$ cat src/rtl/pulse_link_pkg.sv
package pulse_link_pkg;

    // A pair of pulse lines: high pulse and low pulse.
    typedef struct packed {
        logic mark;
        logic space;
    } pulse_pair_t;

    localparam pulse_pair_t PULSE_NONE = '{mark: 1'b0, space: 1'b0};

    function automatic pulse_pair_t pulse_for(input logic level);
        pulse_pair_t p;
        p.mark  = level;
        p.space = ~level;
        return p;
    endfunction

endpackage

$ cat src/rtl/pulse_link_sync.sv
module pulse_link_sync #(
    parameter int STAGES = 2
) (
    input  logic clk,
    input  logic rst_n,
    input  logic async_in,
    output logic sync_out
);
    logic [STAGES-1:0] chain_q, chain_d;

    generate
        if (STAGES == 1) begin : g_single
            always_comb chain_d = async_in;
        end else begin : g_multi
            always_comb chain_d = {chain_q[STAGES-2:0], async_in};
        end
    endgenerate

    always_ff @(posedge clk or negedge rst_n) begin
        if (!rst_n) chain_q <= '0;
        else        chain_q <= chain_d;
    end

    assign sync_out = chain_q[STAGES-1];
endmodule

$ cat src/rtl/pulse_link_tx.sv
module pulse_link_tx
    import pulse_link_pkg::*;
#(
    parameter int REFRESH_CYCLES = 24,
    parameter int FILL_CYCLES    = 3
) (
    input  logic clk,
    input  logic rst_n,
    input  logic level_in,
    output logic mark_out,
    output logic space_out
);
    localparam int IDLE_W = $clog2(REFRESH_CYCLES);
    localparam int FILL_W = $clog2(FILL_CYCLES + 1);
    localparam logic [IDLE_W-1:0] IDLE_LAST = IDLE_W'(REFRESH_CYCLES - 1);
    localparam logic [FILL_W-1:0] FILL_DONE = FILL_W'(FILL_CYCLES);

    typedef struct packed {
        logic              confirm;
        logic              level;
        logic              armed;
        logic [FILL_W-1:0] fill;
        logic [IDLE_W-1:0] idle;
        pulse_pair_t       pulse;
    } tx_state_t;

    tx_state_t st_q, st_d;
    logic      steady;

    always_comb begin
        st_d         = st_q;
        st_d.pulse   = PULSE_NONE;
        st_d.confirm = level_in;
        steady       = (level_in == st_q.confirm);

        if (!st_q.armed) begin
            if (st_q.fill == FILL_DONE) begin
                st_d.armed = 1'b1;
                st_d.level = st_q.confirm;
                st_d.pulse = pulse_for(st_q.confirm);
                st_d.idle  = '0;
            end else begin
                st_d.fill = st_q.fill + 1'b1;
            end
        end else if (steady && (st_q.confirm != st_q.level)) begin
            st_d.level = st_q.confirm;
            st_d.pulse = pulse_for(st_q.confirm);
            st_d.idle  = '0;
        end else if (st_q.idle == IDLE_LAST) begin
            st_d.pulse = pulse_for(st_q.level);
            st_d.idle  = '0;
        end else begin
            st_d.idle = st_q.idle + 1'b1;
        end
    end

    always_ff @(posedge clk or negedge rst_n) begin
        if (!rst_n) st_q <= '0;
        else        st_q <= st_d;
    end

    assign mark_out  = st_q.pulse.mark;
    assign space_out = st_q.pulse.space;

    assert_exclusive_R3: assert property (@(posedge clk) disable iff (!rst_n)
        !(mark_out && space_out));
    assert_narrow_mark_R1: assert property (@(posedge clk) disable iff (!rst_n)
        mark_out |=> !mark_out);
    assert_narrow_space_R2: assert property (@(posedge clk) disable iff (!rst_n)
        space_out |=> !space_out);
    assert_idle_bound_R4: assert property (@(posedge clk) disable iff (!rst_n)
        st_q.idle <= IDLE_LAST);
endmodule

$ cat src/rtl/pulse_link_rx.sv
module pulse_link_rx #(
    parameter int WATCHDOG_CYCLES = 40
) (
    input  logic clk,
    input  logic rst_n,
    input  logic mark_in,
    input  logic space_in,
    output logic level_out,
    output logic enable_out
);
    localparam int WD_W = $clog2(WATCHDOG_CYCLES);
    localparam logic [WD_W-1:0] WD_LAST = WD_W'(WATCHDOG_CYCLES - 1);

    typedef struct packed {
        logic            level;
        logic            enable;
        logic [WD_W-1:0] silence;
    } rx_state_t;

    rx_state_t st_q, st_d;
    logic      valid;

    always_comb begin
        st_d  = st_q;
        valid = mark_in ^ space_in;
        if (valid) begin
            st_d.level   = mark_in;
            st_d.enable  = 1'b1;
            st_d.silence = '0;
        end else if (st_q.silence == WD_LAST) begin
            st_d.enable = 1'b0;
        end else begin
            st_d.silence = st_q.silence + 1'b1;
        end
    end

    always_ff @(posedge clk or negedge rst_n) begin
        if (!rst_n) st_q <= '0;
        else        st_q <= st_d;
    end

    assign level_out  = st_q.level;
    assign enable_out = st_q.enable;

    assert_pulse_enables_R8: assert property (@(posedge clk) disable iff (!rst_n)
        (mark_in ^ space_in) |=> enable_out);
    assert_mark_sets_R8: assert property (@(posedge clk) disable iff (!rst_n)
        (mark_in && !space_in) |=> level_out);
    assert_space_clears_R8: assert property (@(posedge clk) disable iff (!rst_n)
        (space_in && !mark_in) |=> !level_out);
    assert_hold_R9: assert property (@(posedge clk) disable iff (!rst_n)
        !(mark_in ^ space_in) |=> $stable(level_out));
    assert_stay_off_R11: assert property (@(posedge clk) disable iff (!rst_n)
        (!enable_out && !(mark_in ^ space_in)) |=> !enable_out);
    assert_wd_bound_R10: assert property (@(posedge clk) disable iff (!rst_n)
        st_q.silence <= WD_LAST);
endmodule

$ cat src/rtl/pulse_link_top.sv
module pulse_link_top #(
    parameter int SYNC_STAGES     = 2,
    parameter int REFRESH_CYCLES  = 24,
    parameter int WATCHDOG_CYCLES = 40
) (
    input  logic clk,
    input  logic rst_n,
    input  logic line_in,
    output logic tx_mark,
    output logic tx_space,
    input  logic rx_mark,
    input  logic rx_space,
    output logic line_out,
    output logic line_oe
);
    localparam int FILL_CYCLES = SYNC_STAGES + 1;

    logic level_sync;

    pulse_link_sync #(.STAGES(SYNC_STAGES)) u_sync (
        .clk      (clk),
        .rst_n    (rst_n),
        .async_in (line_in),
        .sync_out (level_sync)
    );

    pulse_link_tx #(
        .REFRESH_CYCLES (REFRESH_CYCLES),
        .FILL_CYCLES    (FILL_CYCLES)
    ) u_tx (
        .clk       (clk),
        .rst_n     (rst_n),
        .level_in  (level_sync),
        .mark_out  (tx_mark),
        .space_out (tx_space)
    );

    pulse_link_rx #(.WATCHDOG_CYCLES(WATCHDOG_CYCLES)) u_rx (
        .clk        (clk),
        .rst_n      (rst_n),
        .mark_in    (rx_mark),
        .space_in   (rx_space),
        .level_out  (line_out),
        .enable_out (line_oe)
    );
endmodule

$ cat config.mk
export PLATFORM = sky130hd
export DESIGN_NAME = pulse_link_top
export DESIGN_NICKNAME = d
export VERILOG_FILES = /design/src/rtl/pulse_link_pkg.sv /design/src/rtl/pulse_link_sync.sv /design/src/rtl/pulse_link_tx.sv /design/src/rtl/pulse_link_rx.sv /design/src/rtl/pulse_link_top.sv
export SDC_FILE = /design/constraint.sdc
export NUM_CORES = 1
export LEC_CHECK = 0
export BUFFER_PORTS_ARGS = -buffer_cell sky130_fd_sc_hd__buf_2
export CAP_MARGIN = 10
export CORE_MARGIN = 8
export CORE_UTILIZATION = 51
export CTS_CLUSTER_DIAMETER = 150
export CTS_CLUSTER_SIZE = 8
export DETAILED_ROUTE_END_ITERATION = 8
export PLACE_DENSITY = 0.8
export SETUP_SLACK_MARGIN = 0.4
export SLEW_MARGIN = 10
export SYNTH_ARGS = -nofsm -noshare
export SYNTH_HDL_FRONTEND = slang
export SYNTH_SLANG_ARGS = --single-unit
$ cat constraint.sdc
create_clock -name clk -period 1.45 [get_ports clk]
set_clock_uncertainty 0.05 [all_clocks]
set_input_delay 0.2175 -clock clk [delete_from_list [all_inputs] [get_ports clk]]
set_output_delay 0.2175 -clock clk [all_outputs]
set_load 0.02 [all_outputs]
After elaboration in Yosys (flattened, before gate mapping)
Cells that the tools add are included.

Register bits: 22. Input port bits: 5. Output and inout bits: 4. Word-level logic and storage cells: 44.

Add/subtract/negate cells: 3. Equal/unequal tests: 7. Multiplexer cells: 13. Bitwise operators: 5. Reductions and logical operators: 5.

Operator list (number): two-way mux 7 bit (4); adder 6 x 1 -> 6 bit (second input constant) (1); equality test 6 bit (second input constant) (1); two-way mux 2 bit (3); two-way mux 6 bit (1); adder 5 x 1 -> 5 bit (second input constant) (1); equality test 5 bit (second input constant) (1); two-way mux 5 bit (1); inverter 1 bit (4); AND reduction 2 bit (2); nonzero test 2 bit (2); two-way mux 1 bit (3); two-way mux 3 bit (1); adder 2 x 1 -> 2 bit (second input constant) (1); equality test 2 bit (second input constant) (1); != test 2 x 1 -> 1 bit (second input constant) (1); != test 2 bit (second input constant) (1); equality test 1 bit (1); logical AND 1 bit (1); != test 1 bit (1); bitwise XOR 1 bit (1).

Depth between registers and ports, before layout
Depth after elaboration: 4. Gate-level depth with buffers: 4. Mapped depth without buffers: 4.

Hierarchy
Synthesis repeated with hierarchy kept, for this count alone.

Cell total of the unflattened synthesis: 95. Area, all modules: 1056.0 µm².

By module, submodules not included: pulse_link_tx (instances 1, cells an instance 55, area each 614.3 µm², sequential area each 300.3 µm²); pulse_link_rx (instances 1, cells an instance 38, area each 391.6 µm², sequential area each 200.2 µm²); pulse_link_sync (instances 1, cells an instance 2, area each 50.0 µm², sequential area each 50.0 µm²).

Least setup slack after synthesis
Ideal clock, no wire load.

Path kind: register to register. Start: reg u_tx.st_q[11] (netlist name). End: reg u_tx.st_q[10] (netlist name). Library setup time: 0.128 ns. Arrival: 1.325 ns. Required time: 1.272 ns. Setup slack: -0.053 ns. Stages on the path, launching flop included: 4. Buffers on the path: 0. Period minus slack after synthesis: 1.503 ns. Cell sequence: dfrtp_1 > or3b_4 > a31oi_1 > mux2_1.

Longest elaborated chain between the ends: 4. Elaborated cells on any way between the ends: 8. Those cells by class: eq/ne: 3; mux: 3; reduce/logical: 2.

Ends and longest elaborated chain: start, declared (RTL line pulse_link_tx.sv:27) `tx_state_t st_q, st_d;`; start signal, assigned (RTL line pulse_link_tx.sv:59) `else st_q <= st_d;`; equality test 1 bit / != test 1 bit (equally long branches) (RTL line pulse_link_tx.sv:34, pulse_link_tx.sv:45); logical AND 1 bit (RTL line pulse_link_tx.sv:45) `end else if (steady && (st_q.confirm != st_q.level)) begin`; != test 2 bit (no source line); AND reduction 2 bit (no source line).

Parallel ways exist; a longest one is shown, timed or not. The select of a mux whose other input is x is not followed. A chain may end at the register's enable or synchronous reset.

Final worst setup path
Ends and elaborated chain as after synthesis.

==> results.cfg <==
[worst_hold_path]
whs_path_depth = 2
hp-start = rx_space
hold_path_class = input pin to register
holdPathEnd = u_rx.level_out

[grt]
grt_overflow = 0
grt_pass1_wl_um = 4002
grt_pass1_vias = 874
grt.total_usage = 0.1441
grt_busiest_layer = met2
grtUsageMet2 = 0.2534
antenna_found_initial = 0
grt_use_met1 = 0.1722
use_met3 = 0.01907
grt_max_degree = 23

[placement]
pre_cts_slack_ps = 7.185
globalplace.congestion = 0.7838
hpwl_um = 1285
portBuffers = 8
dp_cells = 136

[synth]
synth_top_flop_cell = dfrtp_1
synthArstFlopShare = 1.000
yosysTopAreaCellShare = 0.5392
ys_seq_area_frac = 0.5392
synth.largest_area_cell = dfrtp_1
synth.area.top_cells = dfrtp_1, o21ai_0, ha_1
ys_types = 31
yosysWarnings = 0
avgSynthCellArea_um2 = 10.64
syn_area_mm2 = 0.001021
syn_nets = 104
synth_edf_count = 0
synthCells = 96
ys_ff_latch = 22

[floorplanning]
initial_core_util = 0.5312
rows = 16
dieArea_mm2 = 0.003689
core_area_mm2 = 0.001922
die_w_um = 60.74
num_io_pins = 9
die_h_um = 60.74

[cts]
clock-sinks = 22
clock_latency_ps = 310
htree_num_levels = 1
numCtsBuffers = 3
clkTransAtPathRegs_ps = 130
clk_path_buf_depth = 2
cts_tree = yes
clockRootBuffer = clkbuf_4

[pwr]
clkPwrFrac = 0.192
power.internal_mw = 1.214
peakVddDrop_mv = 0.9512
p_per_area_mw_per_mm2 = 1185
pwr-share-comb = 0.359
swShare = 0.3309
leakagePower_nw = 0.6628
power_switching_mw = 0.6003
p_seq_frac = 0.449

[final_layout]
syn2layout_area_growth_pct = 50.00
fin_util = 0.7969
finalNonFillerCells = 160
layout.nets = 142
fillers = 117
antenna_cells = 0
drive_gt1_frac = 0.4812

[timing]
hold_viol = 0
slew-limit-headroom = 0.5374
rsz0062_at_grt = true
worst_pin_slew_ps = 691.6
finalWorstSetupSlack_ps = -17.17
setup_tns_ps = -32.36
finalCritPeriodShare = 1.012
min_period_ps = 1467
fmaxAchievable_mhz = 681.6
setup_viol = 3
slew_violations = 0

[outcome]
violations = setup timing
status = finished with violations

[route]
drt_iter0_markers = 30
postRouteAntennaNets = 0
drtPass1Iterations = 5
dr_total_vias = 920
viasPerCell = 5.750
routed_wl_um = 2879
wl_per_cell_um = 17.99
drc = 0

[critical_path]
reg2regPathDepth = 3
timing.rr.start = u_tx.st_q[11]
crit_type = register to register
setup.worst_path.end_class = register
rrSetupSlack_ps = -20
start_kind = register
crit_fanout = 2
r2r-end = u_tx.st_q[10]
required_ps = 1600
critPathArrivalTime_ps = 1620

[flow_run]
maxCapViolCount = 0
==> layout by cell type, fill, tap and decap left out, types with 2 or more instances in the layout <==
master         synthesis  final
a21oi_2                0      2
o21ai_2                0      4
buf_2                  1      4
inv_1                  4      3
nand2_1                9      8
clkbuf_4               0      3
nor2_4                 0      2
dlygate4sd3_1          0      2
nor3_1                 6      4
o21ai_1                0      3
nor2_1                 7      4
xor2_1                 4      4
nand4b_1               2      2
nor3_2                 0      2
dfrtp_1               22     22
ha_4                   0      2
nand4_1                2      2
or3b_4                 1      2
nand3_2                0      2
buf_6                  1      9
buf_4                  0     20
mux2i_1                2      2
==> cells by family (layout without fill, tap and decap cells) <==
| logic type | after synthesis | count (layout) | share of synthesized area |
|---|---|---|---|
| adder cells (fa/ha/maj) | 3 | 3 | 0.03677 |
| AO/OA/AOI/OAI | 17 | 17 | 0.1017 |
| multiplexers | 4 | 4 | 0.04167 |
| buffers and inverters | 6 | 43 | 0.03063 |
| flip-flops | 22 | 22 | 0.5392 |
| AND/OR/NAND/NOR | 39 | 39 | 0.2071 |
| XOR/XNOR | 5 | 5 | 0.04289 |
==> registers in the layout, indices dropped and copies added (netlist names) <==
name             cells
u_rx.level_out       1
u_tx.st_q           10
u_rx.enable_out      1
u_rx.st_q            6
u_tx.mark_out        1
u_sync.chain_q       2
u_tx.space_out       1
==> metrics by stage <==
stage / power (mW) / cell area, um^2 / hold slack (ps)
6_report: 1.814 / 1531 / 70.30
5_1_grt: 1.892 / 1531 / 75.85
4_1_cts: 1.663 / 1419 / 71.33
3_5_place_dp: 1.187 / 1146 / 154.5
3_3_place_gp: 1.164 / 1146 / 153.3
2_1_floorplan: 1.090 / 1036 / -128.1
==> power by group through the flow <==
stage	sequential (mW)	clock (mW)	combinational, mW
floorplan	0.814	0	0.276
global placement	0.810	0	0.355
detailed placement	0.818	0	0.370
CTS	0.803	0.344	0.517
global route	0.824	0.368	0.700
finish	0.814	0.348	0.652
==> critical path: stages (launching register included) <==
cell and delay (ps):
dfrtp_1 410, or3b_4 420, a31oi_2 150, mux2_1 340
==> worst max path at each step <==
stage | from | to | slack, ps | cells after the start
after global routing | u_tx.st_q[11] | u_tx.st_q[4] | -60 | 5
after global placement | u_tx.st_q[11] | u_tx.st_q[10] | 60 | 3
after detailed placement | u_tx.st_q[11] | u_tx.st_q[10] | 7 | 3
after floorplan | u_tx.st_q[11] | u_tx.st_q[10] | -20 | 3
after CTS | u_tx.st_q[11] | u_tx.st_q[10] | 3 | 3
final | u_tx.st_q[11] | u_tx.st_q[10] | -20 | 3
==> routing by layer <==
metal | part of all wire | routed length, um
met5 | 0 | 0
met4 | 0.0038 | 11
met3 | 0.053 | 152
met2 | 0.51 | 1468
met1 | 0.43 | 1246
==> cells in the mapped netlist, types with 2 or more instances <==
cell	number
inv_1	4
o21ai_0	8
nand3_1	4
nor2_1	7
a21oi_1	3
nor3b_1	2
nand4b_1	2
mux2i_1	2
nand4_1	2
dfrtp_1	22
nor3_1	6
ha_1	3
a31oi_1	2
xor2_1	4
nand2_1	9
==> what timing repair did <==
action | in CTS | in global routing
gates resized for setup | 28 | 20
pin swaps | 13 | 6
setup endpoints to repair | 22 | 22
hold endpoints to repair | 23 | 0
setup buffers | 15 | 3
hold buffers | 2 | 0
==> area by class of cell <==
cell class                      instances  area (um^2)  area share
Clock buffer                            4        36.28     0.02369
Inverter                                4        20.02     0.01307
Multi-Input combinational cell         68        599.3      0.3913
Sequential cell                        22        550.5      0.3595
Tap cell                               27        33.78     0.02206
Timing Repair Buffer                   35        291.5      0.1904
No activity file was read; power rests on OpenSTA's default activity.
